==> src/rtl/ldst_seq_pkg.sv <==
package ldst_seq_pkg;

  localparam int LEN_W = 4;
  localparam int EXC_FLAG_BIT = 0;

  typedef enum logic [3:0] {
    S_IDLE, S_ADDR, S_STROBE, S_STCHK, S_STBUSY,
    S_LDGAP, S_LDWAIT, S_LDBUSY, S_HOLD, S_GAP, S_DONE
  } seqState_e;

  typedef enum logic [1:0] {
    RES_NONE   = 2'd0,
    RES_FAST   = 2'd1,
    RES_SLOW   = 2'd2,
    RES_BADLEN = 2'd3
  } resCode_e;

  // strobes from control to datapath
  typedef struct packed {
    logic     latchCmd;
    logic     capExc;
    logic     capData;
    logic     setStatus;
    resCode_e status;
  } dpCtl_t;

  function automatic logic lenLegal(input logic [LEN_W-1:0] len);
    return (len == 4'd1) || (len == 4'd2) || (len == 4'd4) || (len == 4'd8);
  endfunction

endpackage

==> src/rtl/ldst_seq_ctrl.sv <==
module ldst_seq_ctrl
  import ldst_seq_pkg::*;
(
  input  logic             clk,
  input  logic             rstN,
  input  logic             cmdValid,
  input  logic [LEN_W-1:0] cmdLen,
  input  logic             isStore,
  input  logic             portAddrOk,
  input  logic             portLdOk,
  input  logic             portBusy,
  input  logic             excHappened,
  output logic             cmdReady,
  output logic             reqActive,
  output logic             stStrobe,
  output logic             resDone,
  output dpCtl_t           ctl
);

  seqState_e state, nextState;
  logic      slowTail;

  always_ff @(posedge clk or negedge rstN) begin
    if (!rstN) begin
      state    <= S_IDLE;
      slowTail <= 1'b0;
    end else begin
      state <= nextState;
      if (nextState == S_HOLD) slowTail <= (state == S_STBUSY);
    end
  end

  always_comb begin
    nextState = state;
    ctl       = '0;
    ctl.status = RES_NONE;
    unique case (state)
      S_IDLE: begin
        if (cmdValid) begin
          ctl.latchCmd = 1'b1;
          if (lenLegal(cmdLen)) begin
            nextState = S_ADDR;
          end else begin
            ctl.setStatus = 1'b1;
            ctl.status    = RES_BADLEN;
            nextState     = S_DONE;
          end
        end
      end
      S_ADDR: begin
        if (excHappened) begin
          ctl.capExc    = 1'b1;
          ctl.setStatus = 1'b1;
          ctl.status    = RES_FAST;
          nextState     = S_HOLD;
        end else if (portAddrOk) begin
          nextState = isStore ? S_STROBE : S_LDGAP;
        end
      end
      S_STROBE: nextState = S_STCHK;
      S_STCHK: begin
        if (excHappened) begin
          ctl.capExc    = 1'b1;
          ctl.setStatus = 1'b1;
          ctl.status    = RES_FAST;
          nextState     = S_HOLD;
        end else begin
          nextState = S_STBUSY;
        end
      end
      S_STBUSY: begin
        if (!portBusy) begin
          ctl.capExc    = 1'b1;
          ctl.setStatus = 1'b1;
          ctl.status    = excHappened ? RES_SLOW : RES_NONE;
          nextState     = excHappened ? S_HOLD : S_GAP;
        end
      end
      S_LDGAP: nextState = S_LDWAIT;
      S_LDWAIT: begin
        if (portLdOk) begin
          ctl.capData = 1'b1;
          ctl.capExc  = 1'b1;
          if (excHappened) begin
            ctl.setStatus = 1'b1;
            ctl.status    = RES_SLOW;
            nextState     = S_DONE;
          end else begin
            nextState = S_LDBUSY;
          end
        end
      end
      S_LDBUSY: begin
        if (!portBusy) begin
          ctl.capExc    = 1'b1;
          ctl.setStatus = 1'b1;
          ctl.status    = excHappened ? RES_SLOW : RES_NONE;
          nextState     = S_DONE;
        end
      end
      S_HOLD:  nextState = slowTail ? S_GAP : S_DONE;
      S_GAP:   nextState = S_DONE;
      S_DONE:  nextState = S_IDLE;
      default: nextState = S_IDLE;
    endcase
  end

  assign cmdReady  = (state == S_IDLE);
  assign stStrobe  = (state == S_STROBE);
  assign resDone   = (state == S_DONE);
  assign reqActive = (state == S_ADDR)   || (state == S_STROBE) ||
                     (state == S_STCHK)  || (state == S_STBUSY) ||
                     (state == S_LDGAP)  || (state == S_LDWAIT) ||
                     (state == S_HOLD);

  p_accept_r1: assert property (@(posedge clk) disable iff (!rstN)
    (cmdValid && cmdReady && lenLegal(cmdLen)) |=> reqActive);

  p_badlen_r2: assert property (@(posedge clk) disable iff (!rstN)
    (cmdValid && cmdReady && !lenLegal(cmdLen)) |=> (resDone && !reqActive));

  p_addr_wait_r4: assert property (@(posedge clk) disable iff (!rstN)
    (state == S_ADDR && !excHappened && !portAddrOk) |=> (state == S_ADDR));

  p_strobe_once_r5: assert property (@(posedge clk) disable iff (!rstN)
    stStrobe |=> !stStrobe);

  p_strobe_cause_r5: assert property (@(posedge clk) disable iff (!rstN)
    stStrobe |-> ($past(portAddrOk) && $past(reqActive)));

  p_fast_hold_r6: assert property (@(posedge clk) disable iff (!rstN)
    ((state == S_ADDR || state == S_STCHK) && excHappened) |=> reqActive);

  p_hold_release_r6: assert property (@(posedge clk) disable iff (!rstN)
    (state == S_HOLD && !slowTail) |=> (!reqActive && resDone));

  p_slow_tail_r7: assert property (@(posedge clk) disable iff (!rstN)
    (state == S_HOLD && slowTail) |=> (!reqActive && !resDone));

  p_store_clean_r8: assert property (@(posedge clk) disable iff (!rstN)
    (state == S_STBUSY && !portBusy && !excHappened) |=> (!reqActive && !resDone));

  p_ld_gap_r9: assert property (@(posedge clk) disable iff (!rstN)
    (state == S_ADDR && portAddrOk && !excHappened && !isStore) |=> (state == S_LDGAP));

  p_ld_drop_r10: assert property (@(posedge clk) disable iff (!rstN)
    (state == S_LDWAIT && portLdOk) |=> !reqActive);

  p_done_pulse_r11: assert property (@(posedge clk) disable iff (!rstN)
    resDone |=> (!resDone && cmdReady));

endmodule

==> src/rtl/ldst_seq_dp.sv <==
module ldst_seq_dp
  import ldst_seq_pkg::*;
#(
  parameter int ADDR_W = 32,
  parameter int DATA_W = 64,
  parameter int EXC_W  = 8
) (
  input  logic              clk,
  input  logic              rstN,
  input  dpCtl_t            ctl,
  input  logic              reqActive,
  input  logic              stStrobe,
  input  logic              resDone,
  input  logic              cmdIsStore,
  input  logic [ADDR_W-1:0] cmdAddr,
  input  logic [DATA_W-1:0] cmdData,
  input  logic [LEN_W-1:0]  cmdLen,
  input  logic              cmdZeroBlk,
  input  logic              cmdProbState,
  input  logic [DATA_W-1:0] portLdData,
  input  logic [EXC_W-1:0]  portExc,
  output logic              isStore,
  output logic              portLdReq,
  output logic              portStReq,
  output logic [ADDR_W-1:0] portAddr,
  output logic              portAddrValid,
  output logic [LEN_W-1:0]  portLen,
  output logic              portZeroBlk,
  output logic              portPriv,
  output logic [DATA_W-1:0] portStData,
  output logic              portStValid,
  output logic [1:0]        resStatus,
  output logic [DATA_W-1:0] resLdData,
  output logic [EXC_W-1:0]  resExc
);

  logic [ADDR_W-1:0] addrQ;
  logic [DATA_W-1:0] dataQ;
  logic [LEN_W-1:0]  lenQ;
  logic              zeroQ, probQ;
  resCode_e          statusQ;
  logic [DATA_W-1:0] ldDataQ;
  logic [EXC_W-1:0]  excQ;

  always_ff @(posedge clk or negedge rstN) begin
    if (!rstN) begin
      addrQ   <= '0;
      dataQ   <= '0;
      lenQ    <= '0;
      isStore <= 1'b0;
      zeroQ   <= 1'b0;
      probQ   <= 1'b0;
    end else if (ctl.latchCmd) begin
      addrQ   <= cmdAddr;
      dataQ   <= cmdData;
      lenQ    <= cmdLen;
      isStore <= cmdIsStore;
      zeroQ   <= cmdZeroBlk;
      probQ   <= cmdProbState;
    end
  end

  always_ff @(posedge clk or negedge rstN) begin
    if (!rstN) begin
      statusQ <= RES_NONE;
      ldDataQ <= '0;
      excQ    <= '0;
    end else begin
      if (ctl.latchCmd) begin
        ldDataQ <= '0;
        excQ    <= '0;
      end
      if (ctl.capExc)  excQ <= portExc;
      if (ctl.capData) ldDataQ <= portLdData;
      if (ctl.setStatus) begin
        statusQ <= ctl.status;
        if (ctl.status != RES_NONE) ldDataQ <= '0;
      end
    end
  end

  assign portAddrValid = reqActive;
  assign portLdReq     = reqActive && !isStore;
  assign portStReq     = reqActive && isStore;
  assign portAddr      = reqActive ? addrQ : '0;
  assign portLen       = reqActive ? lenQ : '0;
  assign portZeroBlk   = reqActive && zeroQ;
  assign portPriv      = reqActive && !probQ;
  assign portStValid   = stStrobe;
  assign portStData    = stStrobe ? dataQ : '0;

  assign resStatus = statusQ;
  assign resLdData = ldDataQ;
  assign resExc    = excQ;

  p_zero_data_r11: assert property (@(posedge clk) disable iff (!rstN)
    (resDone && resStatus != 2'd0) |-> (resLdData == '0));

  p_zero_blk_r12: assert property (@(posedge clk) disable iff (!rstN)
    !portAddrValid |-> !portZeroBlk);

endmodule

==> src/rtl/ldst_port_seq.sv <==
module ldst_port_seq
  import ldst_seq_pkg::*;
#(
  parameter int ADDR_W = 32,
  parameter int DATA_W = 64,
  parameter int EXC_W  = 8
) (
  input  logic              clk,
  input  logic              rstN,
  input  logic              cmdValid,
  output logic              cmdReady,
  input  logic              cmdIsStore,
  input  logic [ADDR_W-1:0] cmdAddr,
  input  logic [DATA_W-1:0] cmdData,
  input  logic [3:0]        cmdLen,
  input  logic              cmdZeroBlk,
  input  logic              cmdProbState,
  output logic              portLdReq,
  output logic              portStReq,
  output logic [ADDR_W-1:0] portAddr,
  output logic              portAddrValid,
  output logic [3:0]        portLen,
  output logic              portZeroBlk,
  output logic              portPriv,
  output logic [DATA_W-1:0] portStData,
  output logic              portStValid,
  input  logic              portAddrOk,
  input  logic              portLdOk,
  input  logic [DATA_W-1:0] portLdData,
  input  logic              portBusy,
  input  logic [EXC_W-1:0]  portExc,
  output logic              resDone,
  output logic [1:0]        resStatus,
  output logic [DATA_W-1:0] resLdData,
  output logic [EXC_W-1:0]  resExc
);

  dpCtl_t ctl;
  logic   reqActive, stStrobe, isStore;

  ldst_seq_ctrl uCtrl (
    .clk         (clk),
    .rstN        (rstN),
    .cmdValid    (cmdValid),
    .cmdLen      (cmdLen),
    .isStore     (isStore),
    .portAddrOk  (portAddrOk),
    .portLdOk    (portLdOk),
    .portBusy    (portBusy),
    .excHappened (portExc[EXC_FLAG_BIT]),
    .cmdReady    (cmdReady),
    .reqActive   (reqActive),
    .stStrobe    (stStrobe),
    .resDone     (resDone),
    .ctl         (ctl)
  );

  ldst_seq_dp #(
    .ADDR_W (ADDR_W),
    .DATA_W (DATA_W),
    .EXC_W  (EXC_W)
  ) uDp (
    .clk           (clk),
    .rstN          (rstN),
    .ctl           (ctl),
    .reqActive     (reqActive),
    .stStrobe      (stStrobe),
    .resDone       (resDone),
    .cmdIsStore    (cmdIsStore),
    .cmdAddr       (cmdAddr),
    .cmdData       (cmdData),
    .cmdLen        (cmdLen),
    .cmdZeroBlk    (cmdZeroBlk),
    .cmdProbState  (cmdProbState),
    .portLdData    (portLdData),
    .portExc       (portExc),
    .isStore       (isStore),
    .portLdReq     (portLdReq),
    .portStReq     (portStReq),
    .portAddr      (portAddr),
    .portAddrValid (portAddrValid),
    .portLen       (portLen),
    .portZeroBlk   (portZeroBlk),
    .portPriv      (portPriv),
    .portStData    (portStData),
    .portStValid   (portStValid),
    .resStatus     (resStatus),
    .resLdData     (resLdData),
    .resExc        (resExc)
  );

  p_priv_r3: assert property (@(posedge clk) disable iff (!rstN)
    $rose(portAddrValid) |-> (portPriv == !$past(cmdProbState)));

  p_priv_stable_r3: assert property (@(posedge clk) disable iff (!rstN)
    (portAddrValid && $past(portAddrValid)) |-> $stable(portPriv));

endmodule

==> config.mk <==
export PLATFORM = sky130hd
export DESIGN_NAME = ldst_port_seq
export DESIGN_NICKNAME = d
export VERILOG_FILES = /design/src/rtl/ldst_seq_pkg.sv /design/src/rtl/ldst_seq_ctrl.sv /design/src/rtl/ldst_seq_dp.sv /design/src/rtl/ldst_port_seq.sv
export SDC_FILE = /design/constraint.sdc
export NUM_CORES = 1
export LEC_CHECK = 0
export BUFFER_PORTS_ARGS = -buffer_cell sky130_fd_sc_hd__buf_2
export CAP_MARGIN = 20
export CORE_ASPECT_RATIO = 1.4
export CORE_MARGIN = 4
export CORE_UTILIZATION = 38
export CTS_BUF_LIST = sky130_fd_sc_hd__clkbuf_8
export CTS_CLUSTER_SIZE = 28
export DETAILED_ROUTE_END_ITERATION = 8
export PLACE_DENSITY = 0.77
export SYNTH_ARGS = -nofsm -noshare
export SYNTH_HDL_FRONTEND = slang
export SYNTH_SLANG_ARGS = --single-unit
==> constraint.sdc <==
create_clock -name clk -period 1.85 [get_ports clk]
set_input_delay 0 -clock clk [delete_from_list [all_inputs] [get_ports clk]]
set_output_delay 0 -clock clk [all_outputs]
set_load 0.05 [all_outputs]
# Yosys cells after proc, flatten, opt, wreduce, memory -nomap -nowiden
# Index checks and enable logic that the tools add are counted.
# word_totals
reg_bits	182
# op_classes
n_eq_ne	15
n_mux	36
n_reduce_logical	20
# ops
op	n
2-to-1 mux 64 bit	5
2-to-1 mux 4 bit	10
one-hot mux 4 bit (10 select lines)	1
2-to-1 mux 32 bit	1
equality test 4 x 3 -> 1 bit (second input constant)	5
equality test 4 bit (second input constant)	5
2-to-1 mux 3 bit	6
2-to-1 mux 8 bit	2
equality test 4 x 2 -> 1 bit (second input constant)	3
one-hot mux 3 bit (4 select lines)	1
logical OR 1 bit	9
equality test 4 x 1 -> 1 bit (second input constant)	2
2-to-1 mux 1 bit	6
2-to-1 mux 5 bit	1
logical AND 1 bit	4
logical NOT 4 bit	1
2-to-1 mux 2 bit	2
nonzero test 2 bit	2
OR reduction 2 bit	2
one-hot mux 1 bit (3 select lines)	1
logical NOT 1 bit	2

# Longest topological paths before layout
# Gate-level depths: netlist of run 1.
# logic_depth
ltp_word	10
depth_mapped	8
depth_no_buf	5

# Hierarchy
# From an unflattened synthesis of run 1, not the netlist that was laid out.
# unflattened
hier_cells	719
hier_area_um2	8341.8
# by_module_without_submodules
mod	instances	cells_each	area_per_inst_um2	seq_area_each_um2
ldst_seq_dp	1	641	7736.2	4429.2
ldst_seq_ctrl	1	78	605.6	125.1

# Worst setup path after synthesis of run 1
# No wires, ideal clock.
# synth_path
path_kind	flip-flop to flip-flop
from	register uCtrl.state[1]
to	register uDp.ldDataQ[43], in the netlist uDp.resLdData[43]
setup_ns	0.123
arrival_ns	2.176
required_time_ns	1.727
setup_slack_ns	-0.450
path_stages_with_launch	8
path_buffers	3
period_less_slack_ns	2.300
path_cell_list	dfrtp_1 > buf_2 > nor4_4 > nand2_1 > a211oi_2 > buf_2 > buf_6 > nor3_1
# synth_via
elab_chain_len	6
word_cells_on_any_way	16
classes_between	eq/ne: 5; mux: 7; reduce/logical: 4
# synth_rtl
element	line	rtl
start, declared	ldst_seq_ctrl.sv:20	seqState_e state, nextState;
start signal, assigned	ldst_seq_ctrl.sv:28	state <= nextState;
logical NOT 4 bit (*)	-	
named net cmdReady	ldst_port_seq.sv:11	output logic cmdReady,
2-to-1 mux 1 bit	ldst_seq_ctrl.sv:37	unique case (state)
2-to-1 mux 64 bit	ldst_seq_dp.sv:69	if (ctl.latchCmd) begin
2-to-1 mux 64 bit	ldst_seq_dp.sv:74	if (ctl.capData) ldDataQ <= portLdData;
2-to-1 mux 64 bit	ldst_seq_dp.sv:77	if (ctl.status != RES_NONE) ldDataQ <= '0;
2-to-1 mux 64 bit (*)	ldst_seq_dp.sv:75	if (ctl.setStatus) begin
end signal, assigned	ldst_seq_dp.sv:74	
end, declared	ldst_seq_dp.sv:42	logic [DATA_W-1:0] ldDataQ;
# The timed path passes the listed nets; every way through them passes the cells marked *.
# A chain may end at the register's enable or synchronous reset.

# Worst setup path in the final report of run 1
# layout_path
from	register uCtrl.state[0]
to	output portAddr[6]
# layout_via
elab_chain_len	8
word_cells_on_any_way	14
classes_between	eq/ne: 7; mux: 1; reduce/logical: 6
# layout_rtl
element	line	rtl
equality test 4 x 1 -> 1 bit or equality test 4 x 2 -> 1 bit (tied branches)	ldst_seq_ctrl.sv:111	assign reqActive = (state == S_ADDR) || (state == S_STROBE) ||
logical OR 1 bit (2 in series)	ldst_seq_ctrl.sv:111	
logical OR 1 bit (2 in series)	ldst_seq_ctrl.sv:112	(state == S_STCHK) || (state == S_STBUSY) ||
logical OR 1 bit	ldst_seq_ctrl.sv:113	(state == S_LDGAP) || (state == S_LDWAIT) ||
logical OR 1 bit (*)	ldst_seq_ctrl.sv:113	
2-to-1 mux 32 bit (*)	ldst_seq_dp.sv:85	assign portAddr = reqActive ? addrQ : '0;
end, declared	ldst_port_seq.sv:20	output logic [ADDR_W-1:0] portAddr,
# Mark *: on every way between the ends. The rest lies on a longest branch, timed or not.

==> summary.txt, run 1 <==
Outcome
  • Outcome: complete, but fails checks
  • Failing checks: design-rule violations, negative setup slack

Worst setup path
  • Reg2reg path depth: 11
  • CP Max Fanout: 10
  • Crit Path Class: flip-flop to primary output
  • CP required: 1.85 ns
  • CP peak stage delay: 0.47 ns
  • CP bufs+invs: 3
  • Arr. time, crit path: 2.18 ns
  • Critical Path Sink Type: primary output
  • Crit start category: flip-flop
  • Family with the most delay on the worst path: buffers and inverters
  • Slowest CP cell: dfrtp_2
  • WP depth: 6
  • Crit-path cells: or2_4 > a221oi_4 > buf_6 > clkbuf_16 > and2_2 > buf_8

Pwr
  • Static leakage: 8.02 nW
  • VDD IR max: 0.880 mV
  • PwrDens: 1790 nW/um^2
  • Total Power: 28.1 mW

Routing
  • Drt drc: 2
  • Routed vias: 10100
  • Via/cell ratio: 5.74
  • Total Routed Length: 42700 um
  • Number of DRC markers in iteration 0: 940
  • DRT Pass-1 Iters: 7
  • Post-DRT Antenna Nets: 0
  • Mean routed wirelength per cell: 24.4 um

Synth
  • Post-synthesis sequential area ratio: 56.2%
  • Avg Synthesized Cell Area: 9.18 sq um
  • Synth cell types: 42
  • Synth Warn #: 0
  • Area leader, netlist: dfrtp_1
  • Main flop type after synthesis: dfrtp_1
  • Post-synth EDFFs: 0
  • Synthesized area: 8100 sq um
  • Synthesized net count: 1063
  • Post-synth top area share: 56.2%
  • Top post-synthesis cells by area: dfrtp_1 (56%), nand2_1 (14%), and2_1 (8.0%), a22oi_1 (5.9%), nor3_1 (4.1%)
  • Async SR Flop Fraction: 100%
  • Seq cells post-synth: 182
  • Cells after Synth: 882

Global route
  • Largest net degree at the start of global routing: 69
  • First-pass GRT wire length: 49400 um
  • Number of global-route vias before repair: 9293
  • Initial antenna violation count: 2
  • GRT overflow: 0
  • All-Layer GR Usage: 25.5%

Placed design
  • Post-DP HPWL: 17600 um
  • DP Area: 10500 sq um
  • IO Port Bufs: 362
  • Cells after DPL: 1464
  • GP Congestion: 0.832
  • Pre-CTS WS: 0.0148 ns

Cells and area
  • Commonest non-fill, non-tap cells in the layout: nand2_1 (279), buf_2 (255), dfrtp_1 (179), dlygate4sd3_1 (177), buf_8 (88)
  • Final design utilization: 75.9%
  • Ratio of cells with drive above 1 in the final layout: 49.5%
  • Fin area: 15700 sq um
  • Commonest non-fill, non-tap cell in the layout: nand2_1
  • Nets: 1662
  • Fillers: 1084
  • Post-Layout Cell Count: 1753
  • Area delta synth->final: 94.1%

Die
  • Row cnt: 62
  • Die area: 23700 sq um
  • I/O pin count: 363
  • Core ar.: 20700 sq um
  • Initial Util: 39.1%
  • Die X: 131 um
  • Die height: 181 um

STA
  • Unrepaired setup endpoints after global routing: true
  • Slew Viols, Final: 0
  • Fin Clk Skew: 0.0181 ns
  • Final Hold Viols: 0
  • Max Fclk: 0.458 GHz
  • Hold_ws: 0.0410 ns
  • Crit path time final: 2.18 ns
  • Max_slew headroom: 62.9%
  • Tcrit/Tclk final: 118%
  • Worst slew pin tran: 0.556 ns
  • Min setup slack post-route: -0.333 ns
  • Setup TNS: -35.89 ns
  • Setup-failing EPs final: 257

Clock network
  • # clock sinks: 182
  • CTS root buf: clkbuf_8
  • Clock Path Buffers: 2
  • TritonCTS clock tree: yes
  • CTS H-tree depth: 4
  • Worst skew pair latency: 0.45 ns
  • CTS Buf Count: 17
  • Clock transition at path regs: 0.10 ns

Min path
  • WHS Path Cells: 6
  • Worst Hold Class: input pin to flip-flop

Flow run
  • Max-Cap Viols: 0
## repair_timing
action	4_1_cts	5_1_grt
gates resized for setup	189	377
endpoints found under the hold margin	360	0
cloned	1	36
buffers inserted	7	35
setup endpoints to repair	107	213
hold buffers	177	0
pin swaps	2	86
## worst register-to-register path: cells and delay by family (launching register included)
kind	cells	cell delay, ns
DFF	1	0.44
AOI/OAI and AO/OA	1	0.15
and+or+nand+nor	4	0.54
buffers and inverters	6	0.86
## routing by layer
layer,share of wire [%],GRT usage [%],vias to the layer above
met5,0,0,-
met4,8.6,12.2,0
met3,9.2,6.29,266
met2,50,45.2,904
met1,32,28.8,4820
li1,-,-,4074
## report_power, final
part	internal [mW]	leakage (nW)	total, mW	switching [mW]
combinational	7.84	5.47	18.9	11.0
sequential	5.39	2.36	6.52	1.13
clock	1.21	0.188	2.73	1.53
total	14.4	8.02	28.1	13.7
## cell families (layout without fill, tap and decap cells)
kind of cell              Yosys count  count (layout)  synth area share [%]
xor gates and xnor gates            2               2                 0.216
muxes                              10              10                  1.28
DFF                               182             182                  56.2
buffers and inverters              77             688                  4.34
other                               0               4                     0
and+or+nand+nor                   513             513                  29.1
AOI/OAI and AO/OA                  98              98                  8.84
## registers in the layout, indices dropped and copies added (netlist names)
signal          count
uDp.lenQ            4
uDp.resExc          8
uDp.addrQ          32
uDp.dataQ          64
uCtrl.slowTail      1
uDp.zeroQ           1
uDp.resLdData      64
uDp.isStore         1
uDp.resStatus       2
uCtrl.state         4
uDp.probQ           1
## final timing paths
check                                         startpoint                           to  slack [ns]
worst min-delay path                          portAddrOk     uCtrl.state[0]$_DFF_PN0_        0.04
worst max-delay path            uCtrl.state[0]$_DFF_PN0_                  portAddr[6]       -0.33
min in group asynchronous                           rstN     uDp.dataQ[0]$_DFFE_PN0P_        0.11
worst min register to register   uDp.lenQ[1]$_DFFE_PN0P_      uDp.lenQ[1]$_DFFE_PN0P_        0.48
max in group asynchronous                           rstN   uDp.resLdData[9]$_DFF_PN0_        1.02
worst max register to register  uCtrl.state[1]$_DFF_PN0_  uDp.resLdData[32]$_DFF_PN0_       -0.23
## Yosys cell counts, drive strengths merged, types with 2 or more instances
cell type / n
mux2i: 7
o31ai: 2
clkbuf: 30
nor3: 66
mux2: 3
a22oi: 64
a21o: 2
o21a: 3
nor4: 2
xor2: 2
nand2: 311
o21ai: 8
nor2b: 8
a21oi: 9
nand2b: 5
inv: 9
a221oi: 2
dfrtp: 182
buf: 38
and2: 103
nor2: 8
nand3: 3
## layout make-up
type | count | area [sq um] | area share (%)
timing repair buffer | 648 | 6300 | 40.1
sequential | 182 | 4560 | 29.0
inverter | 9 | 33.8 | 0.215
clock inverter | 14 | 150 | 0.955
clock buffer | 17 | 234 | 1.49
multi-input combinational | 623 | 4120 | 26.2
tap | 256 | 320 | 2.04
antenna | 4 | 10.0 | 0.0637
Note: power is estimated with default switching activity, not from simulation.
==> inputs of run 2 (changes only) <==
- CELL_PAD_IN_SITES_DETAIL_PLACEMENT: default -> 1
- CELL_PAD_IN_SITES_GLOBAL_PLACEMENT: default -> 2
- CORE_UTILIZATION: 38 -> 25
- PLACE_DENSITY: 0.77 -> 0.87
==> run 2 against run 1 <==
Against the previous run:
- utilization decreased by 25 points
- clock skew decreased by 0.0016 ns
- critical path type unchanged
- non-clock buffer count increased by 13
- power increased by 3.4%
- wire length increased by 6.6%
- register-to-register slack improved by 0.03 ns
- global-route usage decreased by 4.8 points
- fmax decreased by 0.94%
- cell count increased by 8.6%
- the flow finishes with violations (negative setup slack)
- clock-buffer cell count increased by 4
- sequential share of layout area decreased by 0.86 points
- die area increased by 49%
==> summary.txt, run 2 (synthesis results as in run 1) <==
Worst setup path
  • Slowest CP cell: dfrtp_2
  • Reg2reg path depth: 9 (-2)
  • CP Max Fanout: 8 (-2)
  • R2r setup slk: -0.20 ns (+0.03 ns)
  • CP required: 1.85 ns (about the same)
  • Critical Path Sink Type: primary output
  • Crit start category: flip-flop
  • CP peak stage delay: 0.42 ns (-0.05 ns)
  • R2r endpoint: uDp.resLdData[32]$_DFF_PN0_
  • Family with the most delay on the worst path: buffers and inverters
  • Crit-path cells: buf_6 > nand2b_4 > nor3_4 > buf_6 > clkbuf_16 > buf_12 > and2_4 > buf_12
  • CP bufs+invs: 5 (+2)
  • FF-to-FF Start: uCtrl.state[1]$_DFF_PN0_
  • Arr. time, crit path: 2.20 ns (+0.02 ns)
  • Crit Path Class: flip-flop to primary output

Pwr
  • PwrDens: 1790 nW/um^2 (+0.32%)
  • Clock power share: 9.0% (-0.7 points)
  • Logic pwr share: 69.2% (+2.1 points)
  • P_sw: 13.8 mW (+1.1%)
  • VDD IR max: 1.18 mV (+35%)
  • Power Internal: 15.2 mW (+5.5%)
  • Sequential Power Share: 21.9% (-1.3 points)
  • Switching Fraction: 47.6% (-1.1 points)
  • Total Power: 29.1 mW (+3.4%)
  • Static leakage: 8.11 nW (+1.0%)

STA
  • Max_slew headroom: 63.2% (+0.26 points)
  • Min setup slack post-route: -0.354 ns (-0.0208 ns)
  • Slew Viols, Final: 0 (unchanged)
  • Setup TNS: -37.29 ns (-1.40 ns)
  • Crit path time final: 2.20 ns (+0.0208 ns)
  • Unrepaired setup endpoints after global routing: true
  • Fin Clk Skew: 0.0165 ns (-0.00156 ns)
  • Max Fclk: 0.454 GHz (-0.94%)
  • Final Hold Viols: 0 (unchanged)
  • Setup-failing EPs final: 181 (-30%)
  • Tcrit/Tclk final: 119% (+1.1 points)
  • Worst slew pin tran: 0.552 ns (-0.00386 ns)

Outcome
  • Outcome: complete, but fails checks
  • Failing checks: negative setup slack

Routing
  • Met1 wire length: 15900 um (+16%)
  • Drt drc: 0 (-2)
  • Post-DRT Antenna Nets: 0 (unchanged)
  • Wire length on met2: 24900 um (+16%)
  • Top Metal Used: met5
  • Via/cell ratio: 4.87 (-15%)
  • Number of DRC markers in iteration 0: 422 (-55%)
  • Routed length on met3: 2470 um (-37%)
  • Total Routed Length: 45600 um (+6.6%)
  • Mean routed wirelength per cell: 23.9 um (-1.8%)
  • Routed vias: 9264 (-7.9%)
  • DRT Pass-1 Iters: 4 (-3)

Die
  • Core ar.: 31800 sq um (+53%)
  • Die area: 35400 sq um (+49%)
  • Die X: 160 um (+22%)
  • Die height: 221 um (+22%)
  • Initial Util: 25.5% (-14 points)
  • I/O pin count: 363 (unchanged)
  • Row cnt: 77 (+24%)

Global route
  • Initial antenna violation count: 3 (+1)
  • GRT overflow: 0 (unchanged)
  • First-pass GRT wire length: 58000 um (+17%)
  • Largest net degree at the start of global routing: 112 (+62%)
  • Number of global-route vias before repair: 10300 (+11%)
  • All-Layer GR Usage: 20.8% (-4.8 points)

Placed design
  • Post-DP HPWL: 20000 um (+14%)
  • GP Congestion: 0.766 (-8.0%)
  • IO Port Bufs: 362 (unchanged)
  • Cells after DPL: 1610 (+10%)

Clock network
  • CTS H-tree depth: 4 (unchanged)
  • # clock sinks: 182 (unchanged)
  • CTS root buf: clkbuf_8
  • CTS Buf Count: 17 (unchanged)
  • Clock Path Buffers: 2 (unchanged)
  • Clock transition at path regs: 0.10 ns (about the same)
  • TritonCTS clock tree: yes
  • Worst skew pair latency: 0.49 ns (+0.04 ns)

Min path
  • Worst Hold Class: input pin to asynchronous set/reset pin

Cells and area
  • Commonest non-fill, non-tap cells in the layout: nand2_1 (299), buf_2 (253), dfrtp_1 (179), dlygate4sd3_1 (178), and2_4 (85)
  • Fillers: 3414 (+210%)
  • Nets: 1675 (+0.78%)
  • Post-Layout Cell Count: 1904 (+8.6%)
  • Ratio of cells with drive above 1 in the final layout: 47.2% (-2.3 points)
  • Area delta synth->final: 100%
  • Commonest non-fill, non-tap cell in the layout: nand2_1
  • Register area: 4560 sq um (unchanged)
  • Multi-input logic area: 4030 sq um (-2.2%)

Flow run
  • Max-Cap Viols: 0 (unchanged)
==> run 2: metal layers <==
metal,vias to the layer above,global-route usage [%]
met5,-,0
met4,2,10.0
met3,118,6.03
met2,384,39.0
met1,4623,20.7
li1,4137,-
==> run 2: timing repair <==
item / 4_1_cts / 5_1_grt
setup endpoints to repair: 181 / 283
hold endpoints to repair: 361 / 0
buffers inserted: 23 / 20
hold buffers: 178 / 0
gates cloned: 16 / 28
pin swaps: 22 / 54
gates resized for setup: 240 / 334
==> run 2: power groups by stage <==
| stage | Sequential, mW | Clock (mW) | Combinational, mW |
|---|---|---|---|
| 2_1_floorplan | 7.10 | 0 | 7.74 |
| 3_3_place_gp | 6.17 | 0 | 11.8 |
| 3_5_place_dp | 6.24 | 0 | 12.0 |
| 4_1_cts | 6.15 | 2.72 | 15.6 |
| 5_1_grt | 6.50 | 2.87 | 21.0 |
| 6_report | 6.36 | 2.60 | 20.1 |
==> run 2: worst reg2reg max path, delay by kind of cell, from the launching register on <==
kind / cells / cell delay (ns)
flip-flops: 1 / 0.49
AO/OA/AOI/OAI: 1 / 0.11
AND/OR/NAND/NOR: 4 / 0.69
buffers and inverters: 4 / 0.66
==> run 2: metrics by stage <==
step	utilization [%]	hold slack, ns	instance area, sq um	setup slack [ns]
after floorplan	-	-0.296	8370	-0.270
after global placement	34.0	0.0277	10800	-0.0507
after detailed placement	34.0	0.0345	10800	-0.114
after CTS	45.3	0.0438	14400	-0.454
after global routing	51.0	0.0700	16200	-0.466
final	51.0	0.0814	16200	-0.354
==> run 2: worst max path at each step <==
stage / from / endpoint / slack [ns] / cells after the start
2_1_floorplan: uCtrl.state[0]$_DFF_PN0_ / uDp.resLdData[12]$_DFF_PN0_ / -0.27 / 7
3_3_place_gp: uCtrl.state[1]$_DFF_PN0_ / uCtrl.slowTail$_DFFE_PN0N_ / -0.05 / 5
3_5_place_dp: uCtrl.state[1]$_DFF_PN0_ / uCtrl.slowTail$_DFFE_PN0N_ / -0.11 / 5
4_1_cts: uCtrl.state[0]$_DFF_PN0_ / portAddr[25] / -0.45 / 8
5_1_grt: uCtrl.state[0]$_DFF_PN0_ / portStData[3] / -0.47 / 8
6_report: uCtrl.state[0]$_DFF_PN0_ / portStData[3] / -0.35 / 8
==> run 2: area by class of cell <==
type	instances	share of cell area (%)
Sequential cell	182	28.1
Inverter	9	0.209
Clock inverter	11	0.456
Clock buffer	21	1.78
Tap cell	395	3.05
Timing Repair Buffer	661	41.5
Multi-Input combinational cell	623	24.9
Antenna cell	2	0.0309
